`config.mk`:
```
export PLATFORM = sky130hd
export DESIGN_NAME = con_tx_regif
export DESIGN_NICKNAME = d
export VERILOG_FILES = /design/src/rtl/con_tx_pkg.sv /design/src/rtl/con_tx_ctrl.sv /design/src/rtl/con_tx_datapath.sv /design/src/rtl/con_tx_regif.sv
export SDC_FILE = /design/constraint.sdc
export NUM_CORES = 1
export LEC_CHECK = 0
export ABC_AREA = 1
export BUFFER_PORTS_ARGS = -buffer_cell sky130_fd_sc_hd__buf_4
export CELL_PAD_IN_SITES_DETAIL_PLACEMENT = 1
export CELL_PAD_IN_SITES_GLOBAL_PLACEMENT = 1
export CORE_AREA = 3 3 70 72
export CTS_CLUSTER_DIAMETER = 30
export DETAILED_ROUTE_END_ITERATION = 10
export DIE_AREA = 0 0 73 75
export PLACE_DENSITY = 0.82
export SETUP_SLACK_MARGIN = 0.15
export SLEW_MARGIN = 20
export SYNTH_ARGS = -nofsm -noshare
export SYNTH_HDL_FRONTEND = slang
export SYNTH_SLANG_ARGS = --single-unit
```
`constraint.sdc`:
```
create_clock -name clk -period 3.1 [get_ports clk]
set_clock_uncertainty 0.1 [all_clocks]
set_input_delay 0.155 -clock clk [delete_from_list [all_inputs] [get_ports clk]]
set_output_delay 0.155 -clock clk [all_outputs]
set_load 0.1 [all_outputs]
```
`src/rtl/con_tx_pkg.sv`:
```
package con_tx_pkg;

  // Transmit sequencer state
  typedef enum logic [1:0] {
    TX_IDLE  = 2'd0,
    TX_WAIT  = 2'd1,
    TX_OFFER = 2'd2
  } txStateT;

  // One-cycle strobes from control to datapath
  typedef struct packed {
    logic loadBuf;    // capture the write byte into the buffer
    logic clrDone;    // a send has started
    logic setDone;    // the sink accepted the byte
    logic writeIe;    // status write updates interrupt enable
    logic ieVal;      // new interrupt-enable value
    logic raiseIrq;   // assert the interrupt request
    logic clrIrq;     // drop the interrupt request (wins over raise)
    logic bumpCount;  // advance the output counter
  } txStrobeT;

endpackage

```
`src/rtl/con_tx_ctrl.sv`:
```
module con_tx_ctrl
  import con_tx_pkg::*;
#(
  parameter int WAIT_CYCLES = 4
) (
  input  logic       clk,
  input  logic       rstN,
  input  logic       wrEn,
  input  logic [1:0] regAddr,
  input  logic       ieBit,
  input  logic       doneFlag,
  input  logic       ieFlag,
  input  logic       txReady,
  output logic       txValid,
  output txStrobeT   strobes
);

  localparam int LOAD_VAL = (WAIT_CYCLES < 1) ? 1 : WAIT_CYCLES;
  localparam int CNT_W    = $clog2(LOAD_VAL + 1);
  localparam logic [CNT_W-1:0] CNT_LOAD = CNT_W'(LOAD_VAL);
  localparam logic [CNT_W-1:0] CNT_ONE  = CNT_W'(1);

  txStateT          stateQ;
  logic [CNT_W-1:0] waitCnt;

  logic statWr;
  logic bufWr;
  logic handshake;
  logic ieAfter;

  // Address decode: bit 1 picks buffer, bit 0 marks odd byte
  always_comb begin
    statWr    = wrEn && !regAddr[1] && !regAddr[0];
    bufWr     = wrEn && regAddr[1];
    txValid   = (stateQ == TX_OFFER);
    handshake = txValid && txReady;
    ieAfter   = statWr ? ieBit : ieFlag;
  end

  // Strobe generation
  always_comb begin
    strobes           = '0;
    strobes.loadBuf   = bufWr && !regAddr[0];
    strobes.clrDone   = bufWr;
    strobes.setDone   = handshake && !bufWr;
    strobes.writeIe   = statWr;
    strobes.ieVal     = ieBit;
    strobes.clrIrq    = bufWr || (statWr && !ieBit);
    strobes.raiseIrq  = (statWr && ieBit && doneFlag && !ieFlag) ||
                        (handshake && ieAfter);
    strobes.bumpCount = handshake;
  end

  // Send sequencer with wait countdown
  always_ff @(posedge clk) begin
    if (!rstN) begin
      stateQ  <= TX_IDLE;
      waitCnt <= '0;
    end else if (bufWr) begin
      stateQ  <= TX_WAIT;
      waitCnt <= CNT_LOAD;
    end else begin
      unique case (stateQ)
        TX_WAIT: begin
          if (waitCnt == CNT_ONE) begin
            stateQ <= TX_OFFER;
          end else begin
            waitCnt <= waitCnt - CNT_ONE;
          end
        end
        TX_OFFER: begin
          if (txReady) begin
            stateQ <= TX_IDLE;
          end else begin
            stateQ  <= TX_WAIT;
            waitCnt <= CNT_LOAD;
          end
        end
        default: begin
          stateQ <= TX_IDLE;
        end
      endcase
    end
  end

endmodule

```
`src/rtl/con_tx_datapath.sv`:
```
module con_tx_datapath
  import con_tx_pkg::*;
#(
  parameter int COUNT_W = 16
) (
  input  logic               clk,
  input  logic               rstN,
  input  txStrobeT           strobes,
  input  logic [7:0]         wrByte,
  input  logic               rdEn,
  input  logic               rdSelBuf,
  output logic [7:0]         rdData,
  output logic [7:0]         txData,
  output logic               irqReq,
  output logic               doneFlag,
  output logic               ieFlag,
  output logic [COUNT_W-1:0] txCount
);

  localparam logic [COUNT_W-1:0] COUNT_STEP = COUNT_W'(1);

  logic [7:0] bufQ;
  logic       doneQ;
  logic       ieQ;
  logic       irqQ;
  logic [COUNT_W-1:0] countQ;

  always_ff @(posedge clk) begin
    if (!rstN) begin
      bufQ   <= '0;
      doneQ  <= 1'b1;
      ieQ    <= 1'b0;
      irqQ   <= 1'b0;
      countQ <= '0;
    end else begin
      if (strobes.loadBuf) bufQ <= wrByte;
      if (strobes.clrDone)      doneQ <= 1'b0;
      else if (strobes.setDone) doneQ <= 1'b1;
      if (strobes.writeIe) ieQ <= strobes.ieVal;
      if (strobes.clrIrq)        irqQ <= 1'b0;
      else if (strobes.raiseIrq) irqQ <= 1'b1;
      if (strobes.bumpCount) countQ <= countQ + COUNT_STEP;
    end
  end

  // Read mux: buffer or status byte (done bit 7, enable bit 6)
  always_comb begin
    if (!rdEn)         rdData = '0;
    else if (rdSelBuf) rdData = bufQ;
    else               rdData = {doneQ, ieQ, 6'b0};
  end

  assign txData   = bufQ;
  assign irqReq   = irqQ;
  assign doneFlag = doneQ;
  assign ieFlag   = ieQ;
  assign txCount  = countQ;

endmodule

```
`src/rtl/con_tx_regif.sv`:
```
module con_tx_regif
  import con_tx_pkg::*;
#(
  parameter int WAIT_CYCLES = 4,
  parameter int COUNT_W     = 16
) (
  input  logic               clk,
  input  logic               rstN,
  input  logic               wrEn,
  input  logic               rdEn,
  input  logic [1:0]         regAddr,
  input  logic [7:0]         wrData,
  output logic [7:0]         rdData,
  output logic               irqReq,
  output logic               txValid,
  output logic [7:0]         txData,
  input  logic               txReady,
  output logic [COUNT_W-1:0] txCount
);

  txStrobeT strobes;
  logic     doneFlag;
  logic     ieFlag;

  con_tx_ctrl #(
    .WAIT_CYCLES(WAIT_CYCLES)
  ) u_ctrl (
    .clk      (clk),
    .rstN     (rstN),
    .wrEn     (wrEn),
    .regAddr  (regAddr),
    .ieBit    (wrData[6]),
    .doneFlag (doneFlag),
    .ieFlag   (ieFlag),
    .txReady  (txReady),
    .txValid  (txValid),
    .strobes  (strobes)
  );

  con_tx_datapath #(
    .COUNT_W(COUNT_W)
  ) u_dp (
    .clk      (clk),
    .rstN     (rstN),
    .strobes  (strobes),
    .wrByte   (wrData),
    .rdEn     (rdEn),
    .rdSelBuf (regAddr[1]),
    .rdData   (rdData),
    .txData   (txData),
    .irqReq   (irqReq),
    .doneFlag (doneFlag),
    .ieFlag   (ieFlag),
    .txCount  (txCount)
  );

endmodule

```
==> results of run 1 <==
## repair_timing
| item | in CTS | in global routing |
|---|---|---|
| endpoints found under the hold margin | 4 | 0 |
| hold buffers | 4 | 0 |
| resized for setup | 0 | 0 |
| setup buffers | 0 | 0 |
## worst max-delay path by stage
stage                           startpoint                to  slack, ns
final                     u_ctrl.stateQ[0]  u_dp.txCount[11]       1.51
after CTS                 u_ctrl.stateQ[0]  u_dp.txCount[11]       1.48
after detailed placement  u_ctrl.stateQ[0]  u_dp.txCount[11]       1.51
after global routing      u_ctrl.stateQ[0]  u_dp.txCount[13]       1.32
after global placement    u_ctrl.stateQ[0]  u_dp.txCount[13]       1.58
after floorplan             u_dp.txData[6]         rdData[6]       0.20
## registers in the layout, summed over array words and instances, names as in the netlist
signal and cells:
u_dp.doneFlag 1, u_dp.ieFlag 1, u_dp.txCount 16, u_dp.txData 8
u_ctrl.waitCnt 3, u_dp.irqReq 1, u_ctrl.stateQ 2
## through the flow
step / instances / setup WS [ns] / hold slack, ns
3_5_place_dp: 329 / 1.51 / 0.291
6_report: 340 / 1.51 / 0.00509
2_1_floorplan: 231 / 0.204 / 0.190
4_1_cts: 340 / 1.48 / 0.000461
3_3_place_gp: 329 / 1.58 / 0.279
5_1_grt: 340 / 1.32 / 0.00415
## power by group through the flow
stage	combinational, mW	sequential, mW	clock (mW)
2_1_floorplan	0.0609	0.476	0
3_3_place_gp	0.140	0.437	0
3_5_place_dp	0.142	0.437	0
4_1_cts	0.147	0.428	0.358
5_1_grt	0.157	0.429	0.379
6_report	0.146	0.428	0.349
## cells by family (layout without fill, tap and decap cells)
| kind of cell | count (synthesis) | in the layout | synth area share (%) |
|---|---|---|---|
| compound gates | 35 | 35 | 11.9 |
| xor+xnor | 2 | 2 | 1.11 |
| fa+ha+maj | 5 | 5 | 3.97 |
| buf+inv | 31 | 88 | 8.01 |
| flops | 32 | 32 | 40.6 |
| simple gates | 126 | 126 | 34.4 |
## layout make-up
| cell class | instances | share of cell area (%) |
|---|---|---|
| multi-input combinational | 168 | 38.2 |
| sequential | 32 | 30.2 |
| timing repair buffer | 52 | 18.9 |
| inverter | 29 | 5.13 |
| clock buffer | 7 | 4.54 |
| tap | 52 | 3.07 |
## worst max-delay path, delay by kind of cell (launching register included)
family,cells,cell delay [ns]
buf+inv,1,0.06
simple gates,7,0.70
flops,1,0.32
fa+ha+maj,1,0.29
## layout by cell type, fill, tap and decap left out, types with 2 or more instances in the layout
cell type,n
nand2_1,42
nand2_4,2
a31oi_1,2
buf_4,48
clkinv_1,2
inv_1,25
nor2_1,55
nand3_1,13
o21bai_1,2
dlygate4sd3_1,4
dfxtp_1,32
ha_1,5
inv_2,2
nor3_1,3
clkbuf_8,7
nor2_2,2
a21oi_1,12
nor3b_1,2
o21ai_0,17
xor2_1,2
nand4_1,4
## routing by layer
metal	vias up	wire length (um)	GRT usage (%)	share of wire [%]
met2	40	2170	30.1	48
li1	850	-	-	-
met4	0	69	6.76	1.5
met5	-	0	0	0
met1	784	2000	22.7	44
met3	6	290	5.21	6.4
==> results.sh, run 1 <==
export IMPL_min_from="wrData[2]"
export IMPL_post_route_min_period_ns=1.59
export IMPL_grt_pass1_vias=1750
export IMPL_r2r_slack_ns=1.51
export IMPL_yosys_top_cells_area="dfxtp_1 41%, nor2_1 13%, nand2_1 10%"
export IMPL_yosys_area_top_type="dfxtp_1"
export IMPL_cp_start_kind="flip-flop"
export IMPL_synth_seq_cells=32
export IMPL_final_area_um2=2120
export IMPL_worst_skew_pair_late_latency_ns=0.28
export IMPL_power_switching_share_pct=28.6
export IMPL_routed_via_count=1680
export IMPL_seqCellArea_um2=641
export IMPL_drive_above_1_share_pct=22.2
export IMPL_hold_path_class="in -> reg"
export IMPL_max_cap_violations=0
export IMPL_rows=24
export IMPL_drc=0
export IMPL_synthCells=231
export IMPL_die_w_um=73
export IMPL_nNetsFinal=308
export IMPL_cp_arrival_ns=1.67
export IMPL_status="complete, no violations"
export IMPL_synth_edf_count=0
export IMPL_wl_per_cell_um=13.3
export IMPL_r2r_start="u_ctrl.stateQ[0]"
export IMPL_place_area_um2=1990
export IMPL_ys_flop_type="dfxtp_1"
export IMPL_setup_worst_path_end_class="flip-flop"
export IMPL_power_internal_mw=0.659
export IMPL_ios=49
export IMPL_core_area_um2=4350
export IMPL_grt_max_degree=23
export IMPL_clock_sinks=32
export IMPL_crit_required_ns=3.17
export IMPL_p_comb_share_pct=15.8
export IMPL_fin_util_pct=48.7
export IMPL_setup_tns_ns=0
export IMPL_grt_overflow=0
export IMPL_cts_max_level=2
export IMPL_syn_to_final_growth_pct=34.5
export IMPL_track_usage_pct=18.3
export IMPL_async_flop_share_pct=0
export IMPL_cts_buffer_depth=2
export IMPL_finalHoldViolations=0
export IMPL_finalWirelength_um=4530
export IMPL_syn_avg_cell_area_um2=6.83
export IMPL_grt_pass1_wl_um=7850
export IMPL_power_switching_mw=0.264
export IMPL_port_buffers=48
export IMPL_multiInputGateArea_um2=811
export IMPL_start_util_pct=36.2
export IMPL_seq_power_share_pct=46.4
export IMPL_drt_initial_drc_count=77
export IMPL_root_buffer="clkbuf_8"
export IMPL_drv_slew=0
export IMPL_rsz0062_at_grt="no"
export IMPL_synth_common_cells="55 x nor2_1, 42 x nand2_1, 32 x dfxtp_1, 25 x inv_1, 17 x o21ai_0"
export IMPL_synth_seq_area_share_pct=40.6
export IMPL_yosysMostFrequentCell="nor2_1"
export IMPL_ys_types=25
export IMPL_p_total_mw=0.923
export IMPL_holdPathEnd="u_dp.txData[2]"
export IMPL_crit_chain="inv_1 -> ha_1 -> nand2_4 -> nor2_4 -> nand2_4 -> nor2_1 -> nand2_1 -> nand2_1 -> nor2_1"
export IMPL_ant_nets=0
export IMPL_rr_worst_depth=9
export IMPL_cpPeakStageDelay_ns=0.32
export IMPL_clkTransAtPathRegs_ns=0.07
export IMPL_dieArea_um2=5480
export IMPL_cp_max_fo=8
export IMPL_via_per_inst=4.94
export IMPL_r2r_end="u_dp.txCount[11]"
export IMPL_vdd_ir_drop_worst_mv=0.213
export IMPL_syn_nets=251
export IMPL_cts_tree="yes"
export IMPL_cp_slowest_cell="dfxtp_1"
export IMPL_dr_pass1_iters=4
export IMPL_place_congestion=0.768
export IMPL_min_path_cells=3
export IMPL_p_per_area_nw_per_um2=435
export IMPL_fillerInstances=577
export IMPL_setup_violations=0
export IMPL_finalCritPeriodShare_pct=51.4
export IMPL_numCtsBuffers=5
export IMPL_clockPowerShare_pct=37.8
export IMPL_cellLeakagePower_nw=0.972
export IMPL_tightest_slew_ns=0.325
export IMPL_critPathKind="reg -> reg"
export IMPL_max_freq_mhz=627
export IMPL_dp_hpwl_um=3380
export IMPL_synth_warnings=0
export IMPL_relSlewSlack_pct=78.3
export IMPL_antenna_found_initial=0
export IMPL_antennaDiodeCount=0
export IMPL_synth_cell_area_um2=1580
export IMPL_synth_top_area_share_pct=40.6
export IMPL_die_h_um=75
Power figures use the tool's default switching activity.
==> inputs of run 2 (changes only) <==
--- a/config.mk
+++ b/config.mk
@@ -9,11 +9,11 @@
 export BUFFER_PORTS_ARGS = -buffer_cell sky130_fd_sc_hd__buf_4
 export CELL_PAD_IN_SITES_DETAIL_PLACEMENT = 1
 export CELL_PAD_IN_SITES_GLOBAL_PLACEMENT = 1
-export CORE_AREA = 3 3 70 72
+export CORE_AREA = 3 3 72 74
 export CTS_CLUSTER_DIAMETER = 30
 export DETAILED_ROUTE_END_ITERATION = 10
-export DIE_AREA = 0 0 73 75
-export PLACE_DENSITY = 0.82
+export DIE_AREA = 0 0 75 77
+export PLACE_DENSITY = 0.78
 export SETUP_SLACK_MARGIN = 0.15
 export SLEW_MARGIN = 20
 export SYNTH_ARGS = -nofsm -noshare
==> constraint.sdc (replaced) <==
create_clock -name clk -period 1.5 [get_ports clk]
set_clock_uncertainty 0.1 [all_clocks]
set_input_delay 0.075 -clock clk [delete_from_list [all_inputs] [get_ports clk]]
set_output_delay 0.075 -clock clk [all_outputs]
set_load 0.1 [all_outputs]
==> run 2 against run 1 <==
  * Sequential cell count is the same
  * Final area grew 17%
  * Register-to-register slack lost 1.4 ns
  * Highest routed layer unchanged
==> results.sh, run 2 (same netlist as run 1, synthesis figures left out) <==
export IMPL_die_w_um=75
export IMPL_final_cell_mix="54 x buf_4, 44 x nor2_1, 39 x nand2_1"
export IMPL_place_area_um2=2170
export IMPL_cts_buffer_depth=2
export IMPL_numCtsBuffers=5
export IMPL_worst_skew_pair_late_latency_ns=0.28
export IMPL_port_buffers=48
export IMPL_core_area_um2=4660
export IMPL_relSlewSlack_pct=76.9
export IMPL_tightest_slew_ns=0.346
export IMPL_antennaDiodeCount=0
export IMPL_grt_overflow=0
export IMPL_setup_worst_path_end_class="flip-flop"
export IMPL_ios=49
export IMPL_post_route_min_period_ns=1.41
export IMPL_fin_cells=357
export IMPL_r2r_slack_ns=0.09
export IMPL_ant_nets=0
export IMPL_via_per_inst=4.94
export IMPL_drv_slew=0
export IMPL_grt_pass1_wl_um=8440
export IMPL_largest_reg_flops=16
export IMPL_vdd_ir_drop_worst_mv=0.411
export IMPL_crit_required_ns=1.58
export IMPL_drt_initial_drc_count=50
export IMPL_layout_commonest_cell="buf_4"
export IMPL_place_congestion=0.780
export IMPL_holdPathEnd="u_ctrl.stateQ[0]"
export IMPL_cpPeakStageDelay_ns=0.34
export IMPL_grt_pass1_vias=1767
export IMPL_crit_chain="inv_1 -> ha_1 -> inv_1 -> nand2_1 -> nand3_1 -> a21oi_1 -> nor2_1"
export IMPL_max_cap_violations=0
export IMPL_clkTransAtPathRegs_ns=0.07
export IMPL_cp_arrival_ns=1.49
export IMPL_p_per_area_nw_per_um2=777
export IMPL_clock_sinks=32
export IMPL_start_util_pct=33.9
export IMPL_antenna_found_initial=0
export IMPL_hold_path_class="in -> reg"
export IMPL_hold_ws_ns=0.00874
export IMPL_cts_max_level=2
export IMPL_finalWirelength_um=5190
export IMPL_finalHoldViolations=0
export IMPL_fin_util_pct=53.1
export IMPL_place_ws_ns=0.104
export IMPL_critPathMostFrequentCell="inv_1"
export IMPL_nNetsFinal=322
export IMPL_critPathKind="reg -> reg"
export IMPL_drc=0
export IMPL_rows=25
export IMPL_place_inst=333
export IMPL_die_h_um=77
export IMPL_syn_to_final_growth_pct=56.9
export IMPL_root_buffer="clkbuf_8"
export IMPL_wl_per_cell_um=14.5
export IMPL_worst_slack_ns=0.0938
export IMPL_track_usage_pct=18.8
export IMPL_finalCritPeriodShare_pct=93.7
export IMPL_cellLeakagePower_nw=1.06
export IMPL_rsz0062_at_grt="yes"
export IMPL_grt_max_degree=22
export IMPL_r2r_end="u_ctrl.waitCnt[1]"
export IMPL_cts_tree="yes"
export IMPL_setup_tns_ns=0
export IMPL_dieArea_um2=5780
export IMPL_p_total_mw=1.92
export IMPL_cp_start_kind="flip-flop"
export IMPL_setup_violations=0
export IMPL_max_freq_mhz=711
export IMPL_r2r_start="u_ctrl.stateQ[1]"
export IMPL_cp_max_fo=4
export IMPL_rr_worst_depth=7
export IMPL_status="complete, no violations"
export IMPL_dp_hpwl_um=3510
export IMPL_final_area_um2=2480
export IMPL_dr_pass1_iters=4
export IMPL_routed_via_count=1763
export IMPL_min_from="txReady"
export IMPL_min_path_cells=4
export IMPL_drive_above_1_share_pct=40.3
export IMPL_cp_slowest_cell="dfxtp_2"
## run 2: what timing repair did
action | in CTS | in global routing
setup buffers | 2 | 6
gates resized for setup | 10 | 17
setup endpoints to repair | 16 | 17
hold buffers | 8 | 0
gates cloned | 0 | 0
pin swaps | 3 | 4
endpoints found under the hold margin | 8 | 0
## run 2: worst max-delay path by stage
stage | cells past startpoint | start | slack, ns | end
after floorplan | 9 | u_ctrl.stateQ[0] | -0.03 | u_dp.txCount[13]
after global placement | 9 | u_ctrl.stateQ[0] | 0.13 | u_dp.txCount[13]
after detailed placement | 9 | u_ctrl.stateQ[0] | 0.10 | u_dp.txCount[11]
after CTS | 9 | u_dp.txCount[0] | 0.11 | u_dp.txCount[12]
after global routing | 8 | u_ctrl.stateQ[0] | -0.001 | u_dp.txCount[11]
final | 7 | u_ctrl.stateQ[1] | 0.09 | u_ctrl.waitCnt[1]
## run 2: layer usage
layer / GRT usage (%) / routed length (um) / vias to the layer above
met5: 0 / 0 / -
met4: 5.87 / 75 / 0
met3: 5.50 / 261 / 6
met2: 32.2 / 2670 / 41
met1: 21.9 / 2180 / 840
li1: - / - / 876
## run 2: final cells by class
| class | count | area (um2) |
|---|---|---|
| Fill cell | 586 | 2180 |
| Inverter | 29 | 116 |
| Sequential cell | 32 | 707 |
| Tap cell | 54 | 67.6 |
| Timing Repair Buffer | 66 | 531 |
| Multi-Input combinational cell | 168 | 965 |
| Clock buffer | 8 | 90.1 |
## run 2: critical path: cells and delay by family (launching register included)
family,cells,cell delay [ns]
compound gates,1,0.22
flops,1,0.34
fa+ha+maj,1,0.22
buf+inv,2,0.14
simple gates,3,0.28
## run 2: where the power goes
group / total [mW] / leakage [nW] / switching (mW) / internal, mW
clock network: 0.714 / 0.0455 / 0.339 / 0.375
logic: 0.343 / 0.737 / 0.238 / 0.104
registers: 0.868 / 0.276 / 0.0144 / 0.853
